$ cat config.mk
export PLATFORM = sky130hd
export DESIGN_NAME = muonPtCalc
export DESIGN_NICKNAME = d
export VERILOG_FILES = /design/src/rtl/muonPtPkg.sv /design/src/rtl/sinLut.sv /design/src/rtl/ptCtrl.sv /design/src/rtl/ptDatapath.sv /design/src/rtl/muonPtCalc.sv
export SDC_FILE = /design/constraint.sdc
export NUM_CORES = 2
export LEC_CHECK = 0
export ABC_CLOCK_PERIOD_IN_PS = 21900
export BUFFER_PORTS_ARGS = -buffer_cell sky130_fd_sc_hd__buf_2
export CAP_MARGIN = 20
export CELL_PAD_IN_SITES_DETAIL_PLACEMENT = 1
export CELL_PAD_IN_SITES_GLOBAL_PLACEMENT = 1
export CORE_MARGIN = 4
export CORE_UTILIZATION = 50
export CTS_CLUSTER_SIZE = 25
export DETAILED_ROUTE_END_ITERATION = 6
export PLACE_DENSITY = 0.94
export SYNTH_ARGS = -nofsm -noshare
export SYNTH_HDL_FRONTEND = slang
export SYNTH_HIERARCHICAL = 1
export SYNTH_SLANG_ARGS = --single-unit
$ cat constraint.sdc
create_clock -name clk -period 21.9 [get_ports clk]
set_input_delay 3.285 -clock clk [delete_from_list [all_inputs] [get_ports clk]]
set_output_delay 3.285 -clock clk [all_outputs]
set_load 0.01 [all_outputs]
$ cat src/rtl/muonPtPkg.sv
package muonPtPkg;

  typedef enum logic [1:0] {
    METH_NONE = 2'd0,
    METH_DEFL = 2'd1,
    METH_SAG  = 2'd2
  } methodE;

  typedef struct packed {
    logic load;
    logic divInit;
    logic divStep;
    logic finish;
  } ctlS;

  typedef struct packed {
    methodE method;
    logic   denZero;
  } statS;

  // Quarter-wave sine entry: round(one * sin(k*pi/2^(idxBits+1))), Q30 Taylor series
  function automatic int sinCode(input int k, input int idxBits, input int one);
    longint qOne, x, x2, t, s;
    qOne = longint'(1) <<< 30;
    x  = (longint'(k) * 64'sd3373259426) / (longint'(2) <<< idxBits);
    x2 = (x * x) >>> 30;
    t  = qOne - x2 / 72;
    t  = qOne - ((x2 * t) >>> 30) / 42;
    t  = qOne - ((x2 * t) >>> 30) / 20;
    t  = qOne - ((x2 * t) >>> 30) / 6;
    s  = (x * t) >>> 30;
    return int'((s * longint'(one) + (longint'(1) <<< 29)) >>> 30);
  endfunction

endpackage

$ cat src/rtl/sinLut.sv
module sinLut #(
  parameter int IDX_W = 8,
  parameter int SIN_W = 14
) (
  input  logic [IDX_W-1:0] idx,
  output logic [SIN_W-1:0] val
);
  import muonPtPkg::*;

  localparam int ENTRIES = 1 << IDX_W;
  localparam int SIN_ONE = (1 << SIN_W) - 1;

  logic [SIN_W-1:0] tbl [ENTRIES];

  for (genvar k = 0; k < ENTRIES; k++) begin : gEntry
    localparam int V = sinCode(k, IDX_W, SIN_ONE);
    assign tbl[k] = SIN_W'(V);
  end

  assign val = tbl[idx];
endmodule

$ cat src/rtl/ptCtrl.sv
module ptCtrl #(
  parameter int NUM_W   = 36,
  parameter int LAT_MAX = 40
) (
  input  logic             clk,
  input  logic             rstN,
  input  logic             start,
  input  muonPtPkg::statS  stat,
  output muonPtPkg::ctlS   ctl
);
  import muonPtPkg::*;

  localparam int CNT_W = $clog2(NUM_W + 1);
  localparam int LAT_W = $clog2(LAT_MAX + 1) + 1;

  typedef enum logic [1:0] {S_IDLE, S_CHECK, S_DIV, S_FIN} stateE;

  stateE            state, nextState;
  logic [CNT_W-1:0] stepCnt;
  logic [LAT_W-1:0] latCnt;

  always_comb begin
    ctl       = '0;
    nextState = state;
    case (state)
      S_IDLE: if (start) begin
        ctl.load  = 1'b1;
        nextState = S_CHECK;
      end
      S_CHECK: begin
        if (stat.method == METH_NONE || stat.denZero) nextState = S_FIN;
        else begin
          ctl.divInit = 1'b1;
          nextState   = S_DIV;
        end
      end
      S_DIV: begin
        ctl.divStep = 1'b1;
        if (stepCnt == CNT_W'(NUM_W - 1)) nextState = S_FIN;
      end
      default: begin
        ctl.finish = 1'b1;
        nextState  = S_IDLE;
      end
    endcase
  end

  always_ff @(posedge clk) begin
    if (!rstN) begin
      state   <= S_IDLE;
      stepCnt <= '0;
      latCnt  <= '0;
    end else begin
      state <= nextState;
      if (ctl.divInit)      stepCnt <= '0;
      else if (ctl.divStep) stepCnt <= stepCnt + 1'b1;
      if (state == S_IDLE)  latCnt  <= '0;
      else                  latCnt  <= latCnt + 1'b1;
    end
  end

  AST_LATENCY_BOUND: assert property (@(posedge clk) disable iff (!rstN) (state != S_IDLE) |-> (latCnt < LAT_W'(LAT_MAX)));
  AST_STEP_RANGE: assert property (@(posedge clk) disable iff (!rstN) (state == S_DIV) |-> (stepCnt < CNT_W'(NUM_W)));
  AST_BUSY_NO_LOAD: assert property (@(posedge clk) disable iff (!rstN) (state != S_IDLE) |-> !ctl.load);
endmodule

$ cat src/rtl/ptDatapath.sv
module ptDatapath #(
  parameter int POS_W   = 12,
  parameter int ANG_W   = 16,
  parameter int B_W     = 10,
  parameter int SIN_W   = 14,
  parameter int IDX_W   = 8,
  parameter int QTR_LOG = 12,
  parameter int PT_W    = 24,
  parameter int NUM_W   = 36,
  parameter int DEN_W   = 16
) (
  input  logic                    clk,
  input  logic                    rstN,
  input  muonPtPkg::ctlS          ctl,
  output muonPtPkg::statS         stat,
  input  logic [2:0]              segValid,
  input  logic signed [POS_W-1:0] z0, z1, z2,
  input  logic signed [POS_W-1:0] y0, y1, y2,
  input  logic signed [ANG_W-1:0] th0, th1, th2,
  input  logic [B_W-1:0]          fieldB,
  output logic                    done,
  output logic [1:0]              methodOut,
  output logic [PT_W-1:0]         pt,
  output logic                    overflow
);
  import muonPtPkg::*;

  localparam int SIN_ONE = (1 << SIN_W) - 1;

  function automatic logic [POS_W-1:0] posMag(input logic signed [POS_W-1:0] a,
                                               input logic signed [POS_W-1:0] b);
    logic signed [POS_W:0] ae, be, d;
    ae = a;
    be = b;
    d  = ae - be;
    if (d < 0) d = -d;
    return POS_W'(d);
  endfunction

  function automatic logic [ANG_W-1:0] angMag(input logic signed [ANG_W-1:0] a,
                                               input logic signed [ANG_W-1:0] b);
    logic signed [ANG_W:0] ae, be, d;
    ae = a;
    be = b;
    d  = ae - be;
    if (d < 0) d = -d;
    return ANG_W'(d);
  endfunction

  // Method selection
  methodE           methSel;
  logic [1:0]       validCnt;
  always_comb begin
    validCnt = 2'(segValid[0]) + 2'(segValid[1]) + 2'(segValid[2]);
    case (validCnt)
      2'd3:    methSel = METH_SAG;
      2'd2:    methSel = METH_DEFL;
      default: methSel = METH_NONE;
    endcase
  end

  // Sagitta operands
  logic signed [POS_W+1:0] z0e, z1e, z2e, sagD;
  logic [POS_W+1:0]        sagMag;
  logic [POS_W-1:0]        dySag;
  always_comb begin
    z0e    = z0;
    z1e    = z1;
    z2e    = z2;
    sagD   = (z1e <<< 1) - z0e - z2e;
    sagMag = (sagD < 0) ? (POS_W+2)'(-sagD) : (POS_W+2)'(sagD);
    dySag  = posMag(y2, y0);
  end

  // Bend-angle operands: the two valid chambers
  logic signed [POS_W-1:0] yA, yB;
  logic signed [ANG_W-1:0] tA, tB;
  logic [POS_W-1:0]        dyDef;
  logic [ANG_W-1:0]        dTh;
  logic [IDX_W-1:0]        lutIdx;
  logic [SIN_W-1:0]        sinVal;
  always_comb begin
    if (segValid[0] && segValid[1]) begin
      yA = y0; yB = y1; tA = th0; tB = th1;
    end else if (segValid[0] && segValid[2]) begin
      yA = y0; yB = y2; tA = th0; tB = th2;
    end else begin
      yA = y1; yB = y2; tA = th1; tB = th2;
    end
    dyDef = posMag(yA, yB);
    dTh   = angMag(tA, tB);
    if (dTh >= ANG_W'(1 << QTR_LOG)) lutIdx = '1;
    else                             lutIdx = dTh[QTR_LOG-1 -: IDX_W];
  end

  sinLut #(.IDX_W(IDX_W), .SIN_W(SIN_W)) uLut (.idx(lutIdx), .val(sinVal));

  logic [NUM_W-1:0] numNext;
  logic [DEN_W-1:0] denNext;
  always_comb begin
    if (methSel == METH_SAG) begin
      numNext = NUM_W'(fieldB) * NUM_W'(dySag) * NUM_W'(dySag);
      denNext = DEN_W'({sagMag, 2'b00});
    end else begin
      numNext = NUM_W'(fieldB) * NUM_W'(dyDef) * NUM_W'(SIN_ONE);
      denNext = DEN_W'({sinVal, 1'b0});
    end
  end

  // Operand registers and restoring divider
  methodE           methR;
  logic             denZeroR, divActive;
  logic [NUM_W-1:0] quoR;
  logic [DEN_W-1:0] denR, remR;
  logic [DEN_W:0]   remShift;

  assign remShift     = {remR, quoR[NUM_W-1]};
  assign stat.method  = methR;
  assign stat.denZero = denZeroR;

  always_ff @(posedge clk) begin
    if (!rstN) begin
      methR     <= METH_NONE;
      denZeroR  <= 1'b0;
      quoR      <= '0;
      denR      <= '0;
      remR      <= '0;
      divActive <= 1'b0;
    end else begin
      if (ctl.load) begin
        methR    <= methSel;
        denZeroR <= (denNext == '0);
        quoR     <= numNext;
        denR     <= denNext;
      end
      if (ctl.divInit) begin
        remR      <= '0;
        divActive <= 1'b1;
      end else if (ctl.divStep) begin
        if (remShift >= {1'b0, denR}) begin
          remR <= DEN_W'(remShift - {1'b0, denR});
          quoR <= {quoR[NUM_W-2:0], 1'b1};
        end else begin
          remR <= DEN_W'(remShift);
          quoR <= {quoR[NUM_W-2:0], 1'b0};
        end
      end
      if (ctl.finish) divActive <= 1'b0;
    end
  end

  // Result registers
  always_ff @(posedge clk) begin
    if (!rstN) begin
      done      <= 1'b0;
      methodOut <= 2'd0;
      pt        <= '0;
      overflow  <= 1'b0;
    end else begin
      done <= ctl.finish;
      if (ctl.finish) begin
        methodOut <= methR;
        if (methR == METH_NONE) begin
          pt       <= '0;
          overflow <= 1'b0;
        end else if (denZeroR || (|quoR[NUM_W-1:PT_W])) begin
          pt       <= '1;
          overflow <= 1'b1;
        end else begin
          pt       <= quoR[PT_W-1:0];
          overflow <= 1'b0;
        end
      end
    end
  end

  AST_REM_BELOW_DIVISOR: assert property (@(posedge clk) disable iff (!rstN) divActive |-> (remR < denR));
  AST_DIV_NONZERO: assert property (@(posedge clk) disable iff (!rstN) ctl.divInit |-> !denZeroR);
endmodule

$ cat src/rtl/muonPtCalc.sv
module muonPtCalc #(
  parameter int POS_W   = 12,
  parameter int ANG_W   = 16,
  parameter int B_W     = 10,
  parameter int SIN_W   = 14,
  parameter int IDX_W   = 8,
  parameter int QTR_LOG = 12,
  parameter int PT_W    = 24,
  parameter int LAT_MAX = 40
) (
  input  logic                    clk,
  input  logic                    rstN,
  input  logic                    start,
  input  logic [2:0]              segValid,
  input  logic signed [POS_W-1:0] segZ0,
  input  logic signed [POS_W-1:0] segZ1,
  input  logic signed [POS_W-1:0] segZ2,
  input  logic signed [POS_W-1:0] segY0,
  input  logic signed [POS_W-1:0] segY1,
  input  logic signed [POS_W-1:0] segY2,
  input  logic signed [ANG_W-1:0] segTh0,
  input  logic signed [ANG_W-1:0] segTh1,
  input  logic signed [ANG_W-1:0] segTh2,
  input  logic [B_W-1:0]          fieldB,
  output logic                    done,
  output logic [1:0]              method,
  output logic [PT_W-1:0]         pt,
  output logic                    overflow
);
  import muonPtPkg::*;

  localparam int NUM_W = B_W + POS_W + ((POS_W > SIN_W) ? POS_W : SIN_W);
  localparam int DEN_W = ((POS_W + 4) > (SIN_W + 1)) ? (POS_W + 4) : (SIN_W + 1);

  ctlS  ctl;
  statS stat;

  ptCtrl #(.NUM_W(NUM_W), .LAT_MAX(LAT_MAX)) uCtrl (
    .clk(clk), .rstN(rstN), .start(start), .stat(stat), .ctl(ctl)
  );

  ptDatapath #(
    .POS_W(POS_W), .ANG_W(ANG_W), .B_W(B_W), .SIN_W(SIN_W), .IDX_W(IDX_W),
    .QTR_LOG(QTR_LOG), .PT_W(PT_W), .NUM_W(NUM_W), .DEN_W(DEN_W)
  ) uDp (
    .clk(clk), .rstN(rstN), .ctl(ctl), .stat(stat), .segValid(segValid),
    .z0(segZ0), .z1(segZ1), .z2(segZ2), .y0(segY0), .y1(segY1), .y2(segY2),
    .th0(segTh0), .th1(segTh1), .th2(segTh2), .fieldB(fieldB),
    .done(done), .methodOut(method), .pt(pt), .overflow(overflow)
  );

  AST_DONE_PULSE: assert property (@(posedge clk) disable iff (!rstN) done |=> !done);
  AST_NONE_ZERO: assert property (@(posedge clk) disable iff (!rstN) (done && method == 2'd0) |-> (pt == '0 && !overflow));
  AST_OVF_SATURATES: assert property (@(posedge clk) disable iff (!rstN) (done && overflow) |-> (&pt));
  AST_METHOD_CODE: assert property (@(posedge clk) disable iff (!rstN) done |-> (method != 2'd3));
  AST_HOLD_RESULT: assert property (@(posedge clk) disable iff (!rstN) !done |-> ($stable(pt) && $stable(method) && $stable(overflow)));
endmodule

==> metrics.txt <==
Port Buf Inserts=163; pin count of the biggest net entering global routing=79; post-synthesis xor/xnor area fraction=4.94%; Simple-Gate Fraction of Synth Area=17.7%; count of H-tree levels built during CTS=3; final design area excluding fillers=37,800 um2; antenna violations before repair=3; source-to-sink clock delay at the later pin of the worst-skew pair=0.36 ns; count of routing violations after the opening detailed-route iteration=3,024; final-report setup violation count=0; critical-path cell with the highest stage delay=sky130_fd_sc_hd__xnor2_1; final hold violations=0; share of Yosys cell area claimed by the top area cell type=29.9%; Hold Slack=0.486 ns; clock buffers created by TritonCTS=9; number of synthesized flops with an enable pin=0; count of maximum capacitance violations=0; clock-pin transition on the worst setup and hold timing paths=0.08 ns; unrepaired setup endpoints after global routing=no; std cell rows=98; pre-CTS setup slack=2.36 ns; Final Net Count=5,452; Area Overhead vs Synth=5.14%; Max Transition Viols Final=0; biggest cell delay along the critical path=0.64 ns; relative slew slack=26.5%; result of the run=finished with violations; first-pass GRT wire length=210 mm; average routed wire per standard cell=24.9 um; number of detailed-route iterations in the first pass=7; maximum number of buffers from clock root to sink=2; largest fanout on the critical path=39; dominant cells by area after synthesis=sky130_fd_sc_hd__fa_1 30%, sky130_fd_sc_hd__ha_1 13%, sky130_fd_sc_hd__inv_1 7.1%, sky130_fd_sc_hd__dfxtp_1 5.9%, sky130_fd_sc_hd__nand2_1 4.9%; post-detailed-route DRC marker count=1; CTS root buf=sky130_fd_sc_hd__clkbuf_16; largest area contributor in the synthesized netlist=sky130_fd_sc_hd__fa_1; fraction of registers with async set or reset after synthesis=0%; # Post-CTS Setup Buffers=0; Avg Inst Size Synth=8.16 um2; critical path data required time=22.17 ns; total global routing overflow=0; via count=33,700; Register-to-Register Setup Slack=17.60 ns; final worst-path setup slack=2.47 ns; number of fill cells in the layout=8,704; fraction of final layout cells with drive strength greater than 1=6.98%; Adder-Cell Fraction of Synth Area=43.0%; count of unique library cells instantiated by Yosys=94; compound-cell area share of the yosys netlist=16.1%; I/O pin count=164; share of synthesized area occupied by flip-flops and latches=5.90%; placeable core area=71,400 um2; y dimension of the die=276 um; largest clock skew in the final design=0.00919 ns; peak clock frequency supported by timing=51.5 MHz; total global-route track usage=34.1%; post-synthesis cell count=4,408; routability cong.=0.989; Hold-fix buffers, CTS=0; arrival time of data at the critical path endpoint=19.70 ns; Yosys warning total=6; area post-placement=37,500 um2; remaining number of nets flagged by the antenna check after routing=0; nature of the critical path startpoint=input port; minimum period implied by the final worst setup slack=19.43 ns; nets in the synthesized netlist=5,453; number of resized instances in the post-cts repair step=0; starting density of the core=50.4%; area of the mapped netlist=36,000 um2; Tightest Pin Transition=1.10 ns; via count of the first global-routing pass=38,400; final worst-path cycle share=88.7%; flop and latch count out of synthesis=106; largest family of logic cells by synthesized area=adder cells; Vias per Instance=6.29; Main synth FF type=sky130_fd_sc_hd__dfxtp_1; sort of element at the end of the critical path=flip-flop; post-synthesis mux area share=2.53%; TritonCTS clock tree=done; Post-Route Setup TNS=0 ns; type of the tightest min-delay check=reg -> reg; Die Footprint=76,300 um2; Final Routed Wirelength=133 mm; type of the worst setup path=in -> reg; HPWL reported at the end of detailed placement=108 mm; most repeated library cell on the critical path=sky130_fd_sc_hd__fa_1; violations in the final reports=DRC; width of the die=276 um; number of clock sinks seen by CTS=106
==> routing by layer <==
| layer | vias up | GRT usage, % | share of wire [%] |
|---|---|---|---|
| li1 | 14400 | - | - |
| met1 | 16800 | 36.2 | 35 |
| met2 | 1741 | 60.9 | 51 |
| met3 | 761 | 6.25 | 6.3 |
| met4 | 2 | 24.4 | 8.5 |
| met5 | - | 0 | 0.0098 |
==> per-stage QoR <==
| stage | utilization, % | cells |
|---|---|---|
| CTS | 52.9 | 5357 |
| detailed placement | 52.5 | 5341 |
| finish | 53.0 | 5364 |
| global placement | 52.5 | 5339 |
| floorplan | - | 4408 |
| global route | 53.0 | 5362 |
==> critical path, delay by kind of cell <==
family                   cells  cell delay [ns]
buffers and inverters       11             1.37
XOR/XNOR                     5             1.74
adder cells (fa/ha/maj)     16             7.02
AND/OR/NAND/NOR             12             2.86
AO/OA/AOI/OAI               14             3.07
multiplexers                 1             0.28
==> layout by cell type (no fill, tap or decap), types with 39 or more instances in the layout <==
| cell | netlist | final |
|---|---|---|
| sky130_fd_sc_hd__inv_1 | 677 | 676 |
| sky130_fd_sc_hd__fa_1 | 538 | 538 |
| sky130_fd_sc_hd__nand2_1 | 470 | 465 |
| sky130_fd_sc_hd__ha_1 | 371 | 371 |
| sky130_fd_sc_hd__a21oi_1 | 287 | 286 |
| sky130_fd_sc_hd__nor2_1 | 213 | 213 |
| sky130_fd_sc_hd__and2_1 | 166 | 165 |
| sky130_fd_sc_hd__buf_2 | 43 | 163 |
| sky130_fd_sc_hd__o21ai_0 | 157 | 157 |
| sky130_fd_sc_hd__xnor2_1 | 136 | 132 |
| sky130_fd_sc_hd__nor2b_1 | 111 | 110 |
| sky130_fd_sc_hd__dfxtp_1 | 106 | 106 |
| sky130_fd_sc_hd__a21o_1 | 99 | 99 |
| sky130_fd_sc_hd__nand2b_1 | 90 | 90 |
| sky130_fd_sc_hd__mux2i_1 | 64 | 64 |
| sky130_fd_sc_hd__nand3_1 | 61 | 61 |
| sky130_fd_sc_hd__xor2_1 | 63 | 57 |
| sky130_fd_sc_hd__o211ai_1 | 53 | 53 |
| sky130_fd_sc_hd__nor3_1 | 51 | 51 |
| sky130_fd_sc_hd__buf_4 | 9 | 46 |
| sky130_fd_sc_hd__a211oi_1 | 39 | 39 |
==> final cells by class <==
cell class                 count  area, um2  area share [%]
inverter                     681       2560            6.76
antenna                        2       5.00          0.0132
multi-input combinational   3399      30500            80.6
clock inverter                 7       62.6           0.165
tap                          950       1190            3.14
clock buffer                   9        225           0.596
timing repair buffer         210       1180            3.12
sequential                   106       2120            5.61
==> state kept, by name, summed over array words and instances (netlist names) <==
signal,flops
uCtrl/state,2
uCtrl/stepCnt,6
uDp/denR,15
uDp/denZeroR,1
uDp/done,1
uDp/methR,2
uDp/methodOut,2
uDp/overflow,1
uDp/pt,24
uDp/quoR,36
uDp/remR,16
==> final timing paths <==
| path | depth (start not counted) | end | startpoint |
|---|---|---|---|
| hold / removal | 2 | uDp/quoR[11]$_SDFF_PN0_ | uDp/quoR[10]$_SDFF_PN0_ |
| setup / recovery | 59 | uDp/quoR[33]$_SDFF_PN0_ | segValid[0] |
| hold reg to reg | 2 | uDp/quoR[11]$_SDFF_PN0_ | uDp/quoR[10]$_SDFF_PN0_ |
| setup reg to reg | 13 | uDp/remR[6]$_SDFFE_PP0P_ | uDp/denR[3]$_SDFFE_PN0P_ |
==> synthesized netlist by cell type (33+ instances only) <==
master	number
sky130_fd_sc_hd__a211oi_1	39
sky130_fd_sc_hd__a21o_1	99
sky130_fd_sc_hd__a21oi_1	287
sky130_fd_sc_hd__a31oi_1	33
sky130_fd_sc_hd__and2_1	166
sky130_fd_sc_hd__buf_2	43
sky130_fd_sc_hd__clkbuf_1	155
sky130_fd_sc_hd__dfxtp_1	106
sky130_fd_sc_hd__fa_1	538
sky130_fd_sc_hd__ha_1	371
sky130_fd_sc_hd__inv_1	677
sky130_fd_sc_hd__mux2i_1	64
sky130_fd_sc_hd__nand2_1	470
sky130_fd_sc_hd__nand2b_1	90
sky130_fd_sc_hd__nand3_1	61
sky130_fd_sc_hd__nor2_1	213
sky130_fd_sc_hd__nor2b_1	111
sky130_fd_sc_hd__nor3_1	51
sky130_fd_sc_hd__o211ai_1	53
sky130_fd_sc_hd__o21ai_0	157
sky130_fd_sc_hd__xnor2_1	136
sky130_fd_sc_hd__xor2_1	63
==> cells by family (layout without fill, tap and decap cells) <==
kind of cell	Yosys count	in the layout
flops	106	106
xor+xnor	201	201
buf+inv	903	907
other cells	0	2
fa+ha+maj	916	916
compound gates	895	895
mux	86	86
simple gates	1301	1301
Power is not shown: default switching activity piles up to over one toggle a cycle in this logic, so the estimate is an artifact.
